==> src/rtl/pic_pkg.sv <==
package pic_pkg;
    localparam int DATA_W = 8;
    localparam int ADDR_W = 2;

    localparam logic [ADDR_W-1:0] A_CTRL = 2'd0;
    localparam logic [ADDR_W-1:0] A_AUX  = 2'd1;
    localparam logic [ADDR_W-1:0] A_TRIG = 2'd2;

    localparam int CW_INIT_BIT  = 4;   // command word restarts configuration
    localparam int CW_SEL_BIT   = 3;   // 1: read-select word, 0: service command
    localparam int CW_MODE4_BIT = 0;   // mode word follows

    localparam logic [DATA_W-1:0] CMD_NS_EOI = 8'h20;
    localparam logic [1:0] RSEL_IRR = 2'b10;
    localparam logic [1:0] RSEL_ISR = 2'b11;

    typedef enum logic [2:0] {
        ST_UNINIT,
        ST_BASE,
        ST_CASC,
        ST_MODE,
        ST_READY
    } cfg_state_t;
endpackage

==> src/rtl/pic_cfg_fsm.sv <==
module pic_cfg_fsm
    import pic_pkg::*;
#(
    parameter int NUM_IN = 8
) (
    input  logic                clk,
    input  logic                rst_n,
    input  logic                wr_ctrl,
    input  logic                wr_aux,
    input  logic [DATA_W-1:0]   wdata,
    output cfg_state_t          state,
    output logic                ready,
    output logic                init_pulse,
    output logic                eoi_pulse,
    output logic [DATA_W-1:0]   base,
    output logic [DATA_W-1:0]   casc,
    output logic [NUM_IN-1:0]   mask,
    output logic                read_isr
);
    cfg_state_t state_n;
    logic       want_mode;
    logic       is_sel;
    logic       is_svc;

    assign init_pulse = wr_ctrl && wdata[CW_INIT_BIT];
    assign is_sel     = wr_ctrl && !wdata[CW_INIT_BIT] && wdata[CW_SEL_BIT];
    assign is_svc     = wr_ctrl && !wdata[CW_INIT_BIT] && !wdata[CW_SEL_BIT];
    assign ready      = (state == ST_READY);
    assign eoi_pulse  = ready && is_svc && (wdata == CMD_NS_EOI);

    // state register
    always_ff @(posedge clk or negedge rst_n) begin
        if (!rst_n) state <= ST_UNINIT;
        else        state <= state_n;
    end

    // transitions
    always_comb begin
        state_n = state;
        if (init_pulse) begin
            state_n = ST_BASE;
        end else begin
            unique case (state)
                ST_UNINIT: state_n = ST_UNINIT;
                ST_BASE:   if (wr_aux) state_n = ST_CASC;
                ST_CASC:   if (wr_aux) state_n = want_mode ? ST_MODE : ST_READY;
                ST_MODE:   if (wr_aux) state_n = ST_READY;
                ST_READY:  state_n = ST_READY;
                default:   state_n = ST_UNINIT;
            endcase
        end
    end

    // configuration outputs
    always_ff @(posedge clk or negedge rst_n) begin
        if (!rst_n) begin
            want_mode <= 1'b0;
            base      <= '0;
            casc      <= '0;
            mask      <= '1;
            read_isr  <= 1'b0;
        end else if (init_pulse) begin
            want_mode <= wdata[CW_MODE4_BIT];
            read_isr  <= 1'b0;
        end else begin
            if (wr_aux && state == ST_BASE)  base <= wdata;
            if (wr_aux && state == ST_CASC)  casc <= wdata;
            if (wr_aux && state == ST_READY) mask <= wdata[NUM_IN-1:0];
            if (is_sel && ready) begin
                if (wdata[1:0] == RSEL_ISR)      read_isr <= 1'b1;
                else if (wdata[1:0] == RSEL_IRR) read_isr <= 1'b0;
            end
        end
    end

    assert_init_restart_R2: assert property (@(posedge clk) disable iff (!rst_n)
        (wr_ctrl && wdata[CW_INIT_BIT]) |=> (state == ST_BASE));

    assert_mask_only_ready_R3: assert property (@(posedge clk) disable iff (!rst_n)
        !(wr_aux && state == ST_READY) |=> $stable(mask));
endmodule

==> src/rtl/pic_request.sv <==
module pic_request
    import pic_pkg::*;
#(
    parameter int NUM_IN = 8
) (
    input  logic              clk,
    input  logic              rst_n,
    input  logic [NUM_IN-1:0] irq_in,
    input  logic              trig_wr,
    input  logic [NUM_IN-1:0] trig_wdata,
    input  logic [NUM_IN-1:0] ack_clr,
    output logic [NUM_IN-1:0] irr,
    output logic [NUM_IN-1:0] trig
);
    logic [NUM_IN-1:0] prev_in;

    always_ff @(posedge clk or negedge rst_n) begin
        if (!rst_n) begin
            prev_in <= '0;
            trig    <= '0;
        end else begin
            prev_in <= irq_in;
            if (trig_wr) trig <= trig_wdata;
        end
    end

    for (genvar i = 0; i < NUM_IN; i++) begin : g_line
        always_ff @(posedge clk or negedge rst_n) begin
            if (!rst_n)                     irr[i] <= 1'b0;
            else if (trig[i])               irr[i] <= irq_in[i];
            else if (irq_in[i] && !prev_in[i]) irr[i] <= 1'b1;
            else if (ack_clr[i])            irr[i] <= 1'b0;
        end
    end

    assert_level_follows_R4: assert property (@(posedge clk) disable iff (!rst_n)
        1'b1 |=> (((irr ^ $past(irq_in)) & $past(trig)) == '0));

    assert_edge_held_R4: assert property (@(posedge clk) disable iff (!rst_n)
        1'b1 |=> ((($past(irr) & ~$past(trig) & ~$past(ack_clr)) & ~irr) == '0));
endmodule

==> src/rtl/pic_resolver.sv <==
module pic_resolver #(
    parameter int NUM_IN = 8,
    localparam int IDW = $clog2(NUM_IN)
) (
    input  logic              clk,
    input  logic              rst_n,
    input  logic              enable,
    input  logic [NUM_IN-1:0] irr,
    input  logic [NUM_IN-1:0] mask,
    input  logic [NUM_IN-1:0] isr,
    output logic              int_req,
    output logic [IDW-1:0]    win_idx,
    output logic              isr_any,
    output logic [IDW-1:0]    isr_top
);
    logic [NUM_IN-1:0] live;
    logic              req_any;

    assign live = irr & ~mask;

    always_comb begin
        req_any = 1'b0;
        win_idx = '0;
        for (int i = NUM_IN - 1; i >= 0; i--) begin
            if (live[i]) begin
                req_any = 1'b1;
                win_idx = IDW'(i);
            end
        end
    end

    always_comb begin
        isr_any = 1'b0;
        isr_top = '0;
        for (int i = NUM_IN - 1; i >= 0; i--) begin
            if (isr[i]) begin
                isr_any = 1'b1;
                isr_top = IDW'(i);
            end
        end
    end

    assign int_req = enable && req_any && (!isr_any || (win_idx < isr_top));

    assert_winner_live_R6: assert property (@(posedge clk) disable iff (!rst_n)
        int_req |-> (irr[win_idx] && !mask[win_idx] && !isr[win_idx]));
endmodule

==> src/rtl/pic_ctrl.sv <==
module pic_ctrl
    import pic_pkg::*;
#(
    parameter int NUM_IN = 8,
    localparam int IDW = $clog2(NUM_IN)
) (
    input  logic              clk,
    input  logic              rst_n,
    input  logic              role_slave,
    input  logic              bus_wr,
    input  logic [ADDR_W-1:0] bus_addr,
    input  logic [DATA_W-1:0] bus_wdata,
    output logic [DATA_W-1:0] bus_rdata,
    input  logic [NUM_IN-1:0] irq_in,
    input  logic              inta,
    input  logic              cas_en_in,
    input  logic [IDW-1:0]    cas_in,
    output logic              int_out,
    output logic              cas_drive,
    output logic [IDW-1:0]    cas_out,
    output logic              vec_valid,
    output logic [DATA_W-1:0] vec_out
);
    cfg_state_t        state;
    logic              ready, init_pulse, eoi_pulse, read_isr;
    logic [DATA_W-1:0] base, casc;
    logic [NUM_IN-1:0] mask, irr, trig, isr;
    logic [NUM_IN-1:0] ack_clr, eoi_clr;
    logic [IDW-1:0]    win_idx, isr_top;
    logic              int_req, isr_any;
    logic              wr_ctrl, wr_aux, wr_trig;
    logic              id_match, ack_fire, link_win;

    assign wr_ctrl = bus_wr && (bus_addr == A_CTRL);
    assign wr_aux  = bus_wr && (bus_addr == A_AUX);
    assign wr_trig = bus_wr && (bus_addr == A_TRIG);

    pic_cfg_fsm #(.NUM_IN(NUM_IN)) u_cfg (
        .clk        (clk),
        .rst_n      (rst_n),
        .wr_ctrl    (wr_ctrl),
        .wr_aux     (wr_aux),
        .wdata      (bus_wdata),
        .state      (state),
        .ready      (ready),
        .init_pulse (init_pulse),
        .eoi_pulse  (eoi_pulse),
        .base       (base),
        .casc       (casc),
        .mask       (mask),
        .read_isr   (read_isr)
    );

    pic_request #(.NUM_IN(NUM_IN)) u_req (
        .clk        (clk),
        .rst_n      (rst_n),
        .irq_in     (irq_in),
        .trig_wr    (wr_trig),
        .trig_wdata (bus_wdata[NUM_IN-1:0]),
        .ack_clr    (ack_clr),
        .irr        (irr),
        .trig       (trig)
    );

    pic_resolver #(.NUM_IN(NUM_IN)) u_res (
        .clk     (clk),
        .rst_n   (rst_n),
        .enable  (ready),
        .irr     (irr),
        .mask    (mask),
        .isr     (isr),
        .int_req (int_req),
        .win_idx (win_idx),
        .isr_any (isr_any),
        .isr_top (isr_top)
    );

    // acknowledge qualification per role
    assign id_match = cas_en_in && (cas_in == casc[IDW-1:0]);
    assign ack_fire = inta && int_req && (!role_slave || id_match);
    assign link_win = !role_slave && casc[win_idx];
    assign ack_clr  = ack_fire ? (NUM_IN'(1) << win_idx) : '0;
    assign eoi_clr  = (eoi_pulse && isr_any) ? (NUM_IN'(1) << isr_top) : '0;

    always_ff @(posedge clk or negedge rst_n) begin
        if (!rst_n)          isr <= '0;
        else if (init_pulse) isr <= '0;
        else                 isr <= (isr & ~eoi_clr) | ack_clr;
    end

    always_ff @(posedge clk or negedge rst_n) begin
        if (!rst_n) begin
            vec_valid <= 1'b0;
            vec_out   <= '0;
        end else begin
            vec_valid <= ack_fire && !link_win;
            if (ack_fire && !link_win) vec_out <= {base[DATA_W-1:IDW], win_idx};
        end
    end

    assign int_out   = int_req;
    assign cas_drive = ack_fire && link_win;
    assign cas_out   = cas_drive ? win_idx : '0;

    always_comb begin
        unique case (bus_addr)
            A_CTRL:  bus_rdata = DATA_W'(read_isr ? isr : irr);
            A_AUX:   bus_rdata = DATA_W'(mask);
            A_TRIG:  bus_rdata = DATA_W'(trig);
            default: bus_rdata = '0;
        endcase
    end

    assert_quiet_unless_ready_R3: assert property (@(posedge clk) disable iff (!rst_n)
        (state != ST_READY) |-> !int_out);

    assert_vector_follows_R7: assert property (@(posedge clk) disable iff (!rst_n)
        (inta && int_out && !role_slave && !cas_drive) |=> vec_valid);

    assert_no_vector_without_ack_R7: assert property (@(posedge clk) disable iff (!rst_n)
        !inta |=> !vec_valid);

    assert_eoi_closes_one_R8: assert property (@(posedge clk) disable iff (!rst_n)
        (eoi_pulse && !ack_fire && isr != '0) |=> ($countones(isr) == $countones($past(isr)) - 1));

    assert_cascade_owner_R10: assert property (@(posedge clk) disable iff (!rst_n)
        cas_drive |-> (inta && !role_slave));

    assert_slave_ignores_R11: assert property (@(posedge clk) disable iff (!rst_n)
        (role_slave && inta && !(cas_en_in && cas_in == casc[IDW-1:0]) && !bus_wr)
        |=> ($stable(isr) && !vec_valid));
endmodule

==> config.mk <==
export PLATFORM = sky130hd
export DESIGN_NAME = pic_ctrl
export DESIGN_NICKNAME = d
export VERILOG_FILES = /design/src/rtl/pic_pkg.sv /design/src/rtl/pic_cfg_fsm.sv /design/src/rtl/pic_request.sv /design/src/rtl/pic_resolver.sv /design/src/rtl/pic_ctrl.sv
export SDC_FILE = /design/constraint.sdc
export NUM_CORES = 1
export LEC_CHECK = 0
export ABC_CLOCK_PERIOD_IN_PS = 3100
export CORE_MARGIN = 3
export CORE_UTILIZATION = 40
export CTS_BUF_LIST = sky130_fd_sc_hd__clkbuf_4
export DETAILED_ROUTE_END_ITERATION = 7
export GPL_ROUTABILITY_DRIVEN = 1
export PLACE_DENSITY_LB_ADDON = 0.12
export RECOVER_POWER = 100
export SYNTH_ARGS = -nofsm -noshare
export SYNTH_HDL_FRONTEND = slang
export SYNTH_SLANG_ARGS = --single-unit
==> constraint.sdc <==
create_clock -name clk -period 3.1 [get_ports clk]
set_input_delay 0.465 -clock clk [delete_from_list [all_inputs] [get_ports clk]]
set_output_delay 0.465 -clock clk [all_outputs]
set_load 0.005 [all_outputs]
==> results.sh, run 1 <==
export IMPL_status="complete, but fails checks"
export IMPL_violations="max-capacitance violations, max-slew violations, negative setup slack"
export IMPL_fin_skew_ps=16.4
export IMPL_max_freq_mhz=299
export IMPL_netlist_area_um2=3390
export IMPL_wl_per_cell_um=17.3
export IMPL_p_seq_share_pct=42.6
export IMPL_core_area_um2=7970
export IMPL_p_sw_w=0.000955
export IMPL_worst_slew_pin_transition_ps=1680
export IMPL_synth_seq_area_share_pct=49.7
export IMPL_nNetsFinal=439
export IMPL_internal_power_w=0.00195
export IMPL_drive_gt1_share_pct=35.1
export IMPL_grt_pass1_wl_mm=14.9
export IMPL_ys_seq_elements=67
export IMPL_diodes=0
export IMPL_antenna_found_initial=0
export IMPL_crit_fanout=3
export IMPL_cts_buffers=9
export IMPL_avgSynthCellArea_um2=11.0
export IMPL_first_iter_violations=173
export IMPL_fp_dieH_um=98.1
export IMPL_nFillCells=692
export IMPL_async_flop_share_pct=100
export IMPL_p_leak_nw=2.01
export IMPL_first_pass_iters=4
export IMPL_combPwrFrac_pct=36.8
export IMPL_clk_pin_slew_ps=120
export IMPL_worstSetupEndpointType="primary output"
export IMPL_start_kind="flip-flop"
export IMPL_cpPeakStageDelay_ps=540
export IMPL_cp_arrival_ps=2880
export IMPL_stdcell_count=518
export IMPL_die_w_um=98.1
export IMPL_hold_path_class="in2async"
export IMPL_synth_fp_nets=335
export IMPL_grt_pass1_vias=2860
export IMPL_reg2reg_from="u_cfg.mask[4]$_DFFE_PN1P_"
export IMPL_cts_buffer_depth=2
export IMPL_r2r_cells=11
export IMPL_avgViaCountPerCell=5.27
export IMPL_p_clk_share_pct=20.6
export IMPL_synth_top_cell_area_share_pct=43.5
export IMPL_clk_root_buffer_cell="clkbuf_4"
export IMPL_gp_congestion=0.946
export IMPL_synthTopCellsByArea="dfrtp_1 44%, mux2_2 10%, dfstp_2 6.2%"
export IMPL_period_minus_slack_ps=3350
export IMPL_cts_tree="done"
export IMPL_critPathSlowestCell="dfstp_2"
export IMPL_synth_edff_count=0
export IMPL_layout_commonest_cell="dfrtp_1"
export IMPL_peakVddDrop_uv=285
export IMPL_crit_top_cell="buf_6"
export IMPL_synth_area_leader_cell="dfrtp_1"
export IMPL_dp_hpwl_mm=6.90
export IMPL_finalMaxSlewViolations=33
export IMPL_initial_core_util_pct=42.6
export IMPL_path_cells="and2b_2 -> nor4_4 -> nor2_4 -> ha_4 -> buf_6 -> o31a_1 -> a211oi_4 -> nand2_2 -> buf_6 -> buf_6 -> inv_2 -> buf_2"
export IMPL_ys_flop_type="dfrtp_1"
export IMPL_cp_top_family="simple AND/OR/NAND/NOR gates"
export IMPL_totalWireLength_mm=8.96
export IMPL_setup_viol=9
export IMPL_clk_latency_ps=420
export IMPL_ys_warnings_count=0
export IMPL_fin_ws_ps=-249
export IMPL_r2r_setup_slack_ps=-30
export IMPL_seq_area_um2=1690
export IMPL_maxCapViolations=1
export IMPL_holdBufCountCts=0
export IMPL_power_density_nw_per_um2=639
export IMPL_crit_required_ps=2630
export IMPL_utilization_pct=57.1
export IMPL_dp_cells=500
export IMPL_worstSetupPathType="reg2out"
export IMPL_area_growth_syn_to_layout_pct=34.2
export IMPL_syn_inst=307
export IMPL_p_sw_share_pct=32.8
export IMPL_vias=2730
export IMPL_grt_remaining_overflow=0
export IMPL_rows=32
export IMPL_cts_sink_count=67
export IMPL_r2r_end="vec_out[4]$_DFFE_PN0P_"
export IMPL_die_area_um2=9620
export IMPL_htree_num_levels=3
export IMPL_io_pins=49
export IMPL_post_route_period_util_pct=108
export IMPL_final_cell_mix="59 x dfrtp_1, 44 x buf_4, 29 x mux2_2"
export IMPL_hold_viol_final=0
export IMPL_cp_num_buf_inv=5
export IMPL_yosysUniqueCellTypes=57
export IMPL_drc_errors=0
export IMPL_track_usage_pct=20.0
export IMPL_multi_input_area_um2=1690
export IMPL_portBuffers=48
export IMPL_grt_max_degree=37
export IMPL_ant_nets=0
export IMPL_rsz0062_at_grt="true"
export IMPL_relSlewSlack_pct=-11.9
-- Yosys cell counts, types with 3 or more instances --
master	count
o31ai_1	5
xnor2_1	3
mux2_2	30
nand2_1	30
nor3_1	4
nand4_1	4
o21ai_0	12
a21oi_1	22
inv_1	12
nor4_1	3
nand3_1	7
nand2b_1	4
mux2i_1	9
clkbuf_1	7
nor2b_1	5
nor2_1	23
mux2_4	8
dfstp_2	8
dfrtp_1	59
a32o_1	8
-- cells by family after synthesis --
family	synth area share, %
muxes	16.2
xor gates and xnor gates	0.775
DFF	49.7
buffers and inverters	2.55
AOI/OAI and AO/OA	15.0
and+or+nand+nor	15.4
adders and majority gates	0.369
-- worst max-delay path by stage --
stage                                         start    endpoint  slack (ps)  cells past startpoint
final                     u_cfg.mask[4]$_DFFE_PN1P_   cas_drive        -250                     12
after global routing      u_cfg.mask[4]$_DFFE_PN1P_  cas_out[2]        -400                     11
after CTS                 u_cfg.mask[4]$_DFFE_PN1P_   cas_drive        -250                     12
after detailed placement  u_cfg.mask[4]$_DFFE_PN1P_  cas_out[2]        -200                      9
after global placement    u_cfg.mask[4]$_DFFE_PN1P_   cas_drive        -140                     10
after floorplan           u_cfg.mask[4]$_DFFE_PN1P_  cas_out[2]           4                      8
-- sequential cells by signal (all words and copies together), names as in the netlist --
| register | flops |
|---|---|
| u_req.irr | 8 |
| vec_out | 8 |
| u_cfg.read_isr | 1 |
| u_req.prev_in | 8 |
| u_cfg.casc | 8 |
| u_cfg.mask | 8 |
| u_cfg.want_mode | 1 |
| vec_valid | 1 |
| u_cfg.base | 5 |
| u_cfg.state | 3 |
| u_req.trig | 8 |
| isr | 8 |
-- stage by stage --
step	hold WS (ps)	TNS, ps	setup WS (ps)	instance area [µm²]	total power (W)
after floorplan	169	0	3.57	3410	0.00181
after global placement	482	-453	-139	4370	0.00230
after detailed placement	495	-899	-203	4370	0.00232
after CTS	84.7	-952	-250	4560	0.00295
after global routing	545	-2590	-395	4550	0.00310
final	466	-1040	-249	4550	0.00291
-- power groups by stage --
stage | combinational [W] | clock, W | sequential [W]
after floorplan | 0.000574 | 0 | 0.00123
after detailed placement | 0.00107 | 0 | 0.00126
after global placement | 0.00105 | 0 | 0.00125
after global routing | 0.00117 | 0.000661 | 0.00127
final | 0.00107 | 0.000600 | 0.00124
after CTS | 0.00108 | 0.000621 | 0.00124
-- repair_timing --
item / CTS / global route
setup buffers: 3 / 0
pin swaps: 7 / 1
resized for setup: 32 / 9
setup endpoints to repair: 13 / 13
-- area by class of cell --
| cell class | count | area share (%) |
|---|---|---|
| clock buffer | 9 | 1.48 |
| clock inverter | 7 | 1.62 |
| inverter | 13 | 1.07 |
| multi-input combinational | 219 | 37.1 |
| sequential | 67 | 37.1 |
| tap | 102 | 2.80 |
| timing repair buffer | 101 | 18.9 |
-- layer usage --
layer	vias up	GRT usage, %	routed length (µm)
li1	1335	-	-
met1	1315	27.9	4140
met2	73	31.0	4240
met3	7	5.43	499
met4	0	5.01	77
met5	-	0	0
(Power assumes the default switching activity.)
==> inputs of run 2 (changes only) <==
Settings changed: CORE_UTILIZATION 40 to 51.
==> results.sh, run 2 (synthesized netlist as in run 1, its figures left out) <==
export IMPL_status="complete, but fails checks"
export IMPL_violations="negative setup slack"
export IMPL_cts_buffer_depth=2
export IMPL_max_freq_mhz=293
export IMPL_crit_required_ps=2630
export IMPL_grt_pass1_vias=2987
export IMPL_dr_wl_met2_mm=4.34
export IMPL_grt_max_degree=28
export IMPL_r2r_setup_slack_ps=70
export IMPL_track_usage_pct=26.0
export IMPL_final_cell_mix="59 x dfrtp_1, 51 x buf_4, 30 x mux2_2"
export IMPL_drc_errors=0
export IMPL_htree_num_levels=3
export IMPL_clk_root_buffer_cell="clkbuf_4"
export IMPL_path_cells="and2b_2 -> nor4_4 -> nor2_2 -> ha_4 -> a2111o_1 -> a211oi_4 -> nand2_2 -> buf_6 -> nor2_2 -> buf_2"
export IMPL_relSlewSlack_pct=4.01
export IMPL_cp_top_family="simple AND/OR/NAND/NOR gates"
export IMPL_fin_skew_ps=6.62
export IMPL_wl_per_cell_um=18.3
export IMPL_start_kind="flip-flop"
export IMPL_ant_nets=0
export IMPL_layout_commonest_cell="dfrtp_1"
export IMPL_worstSetupEndpointType="primary output"
export IMPL_cpPeakStageDelay_ps=550
export IMPL_p_leak_nw=2.08
export IMPL_core_area_um2=6390
export IMPL_die_area_um2=7670
export IMPL_cp_num_buf_inv=2
export IMPL_crit_end="cas_out[0]"
export IMPL_crit_top_cell="nor2_2"
export IMPL_route_met3_wl_um=586
export IMPL_reg2reg_from="u_cfg.mask[4]$_DFFE_PN1P_"
export IMPL_cp_arrival_ps=2950
export IMPL_drt_met1_wl_mm=4.14
export IMPL_die_w_um=87.6
export IMPL_clk_pin_slew_ps=120
export IMPL_maxCapViolations=0
export IMPL_avgViaCountPerCell=5.78
export IMPL_worst_path_stages=10
export IMPL_nFillCells=464
export IMPL_power_density_nw_per_um2=645
export IMPL_cts_tree="done"
export IMPL_peakVddDrop_uv=411
export IMPL_first_pass_iters=5
export IMPL_portBuffers=48
export IMPL_fp_dieH_um=87.6
export IMPL_startpoint="u_cfg.mask[4]$_DFFE_PN1P_"
export IMPL_finalMaxSlewViolations=0
export IMPL_nNetsFinal=456
export IMPL_grt_pass1_wl_mm=15.1
export IMPL_dp_hpwl_mm=6.76
export IMPL_hold_viol_final=0
export IMPL_gp_congestion=0.950
export IMPL_rows=29
export IMPL_initial_core_util_pct=53.1
export IMPL_worstSetupPathType="reg2out"
export IMPL_setup_viol=5
export IMPL_cts_buffers=9
export IMPL_critPathSlowestCell="dfstp_2"
export IMPL_period_minus_slack_ps=3410
export IMPL_io_pins=49
export IMPL_hold_path_class="reg2reg"
export IMPL_rsz0062_at_grt="true"
export IMPL_r2r_cells=16
export IMPL_grt_remaining_overflow=0
export IMPL_drive_gt1_share_pct=38.3
export IMPL_worst_slew_pin_transition_ps=1440
export IMPL_fin_ws_ps=-310
export IMPL_cts_sink_count=67
export IMPL_vias=2947
export IMPL_area_growth_syn_to_layout_pct=38.1
export IMPL_maxUsedRoutingLayer="met4"
export IMPL_totalWireLength_mm=9.31
export IMPL_setup_tns_ps=-1170
export IMPL_diodes=0
export IMPL_r2r_end="u_req.irr[0]$_DFFE_PN0P_"
export IMPL_post_place_ws_ps=-261
export IMPL_antenna_found_initial=0
export IMPL_holdCritStartpoint="u_cfg.base[5]$_DFFE_PN0P_"
export IMPL_first_iter_violations=176
export IMPL_clk_latency_ps=420
export IMPL_post_route_period_util_pct=110
export IMPL_crit_fanout=3
[run 2: final cells by class]
| cell class | count | area (µm²) | area share [%] |
|---|---|---|---|
| timing repair buffer | 118 | 1010 | 21.6 |
| multi-input combinational | 219 | 1700 | 36.2 |
| clock buffer | 9 | 67.6 | 1.44 |
| tap | 77 | 96.3 | 2.06 |
| sequential | 67 | 1690 | 36.0 |
| clock inverter | 7 | 76.3 | 1.63 |
| inverter | 13 | 48.8 | 1.04 |
[run 2: metrics by stage]
| step | cells | hold slack [ps] | utilization [%] | total power, W | instance area (µm²) |
|---|---|---|---|---|---|
| floorplan | 307 | 169 | - | 0.00181 | 3410 |
| global placement | 477 | 396 | 68.0 | 0.00230 | 4350 |
| detailed placement | 477 | 401 | 68.0 | 0.00233 | 4350 |
| CTS | 511 | 470 | 73.4 | 0.00301 | 4690 |
| global route | 510 | 535 | 73.4 | 0.00320 | 4680 |
| finish | 510 | 517 | 73.4 | 0.00302 | 4680 |
[run 2: worst min-delay path by stage]
| stage | endpoint | slack, ps | cells after the start |
|---|---|---|---|
| after floorplan | isr[0]$_DFF_PN0_ | 170 | 0 |
| after global placement | u_req.prev_in[0]$_DFF_PN0_ | 400 | 1 |
| after detailed placement | u_req.prev_in[0]$_DFF_PN0_ | 400 | 1 |
| after CTS | u_req.trig[1]$_DFFE_PN0P_ | 470 | 2 |
| after global routing | vec_out[3]$_DFFE_PN0P_ | 540 | 1 |
| final | vec_out[5]$_DFFE_PN0P_ | 520 | 1 |
[run 2: what timing repair did]
item                       CTS  global route
hold buffers                 1             0
gates resized for setup     40            13
buffers inserted            19             3
gates cloned                 0             0
hold endpoints to repair    13             0
pin swaps                    9             7
setup endpoints to repair    5            23
[run 2: worst register-to-register path, delay by kind of cell (launching register included)]
kind | cells | cell delay [ps]
AOI/OAI and AO/OA | 1 | 280
DFF | 1 | 550
buffers and inverters | 11 | 1260
and+or+nand+nor | 4 | 840
[run 2: where the power goes]
part	switching [W]	internal, W
registers	0.000145	0.00110
logic	0.000496	0.000679
clock network	0.000352	0.000251
total	0.000993	0.00203
[run 2: layer usage]
metal	vias up	track usage (%)
li1	1374	-
met2	125	40.6
met5	-	0
met3	23	4.05
met4	0	11.4
met1	1425	36.1
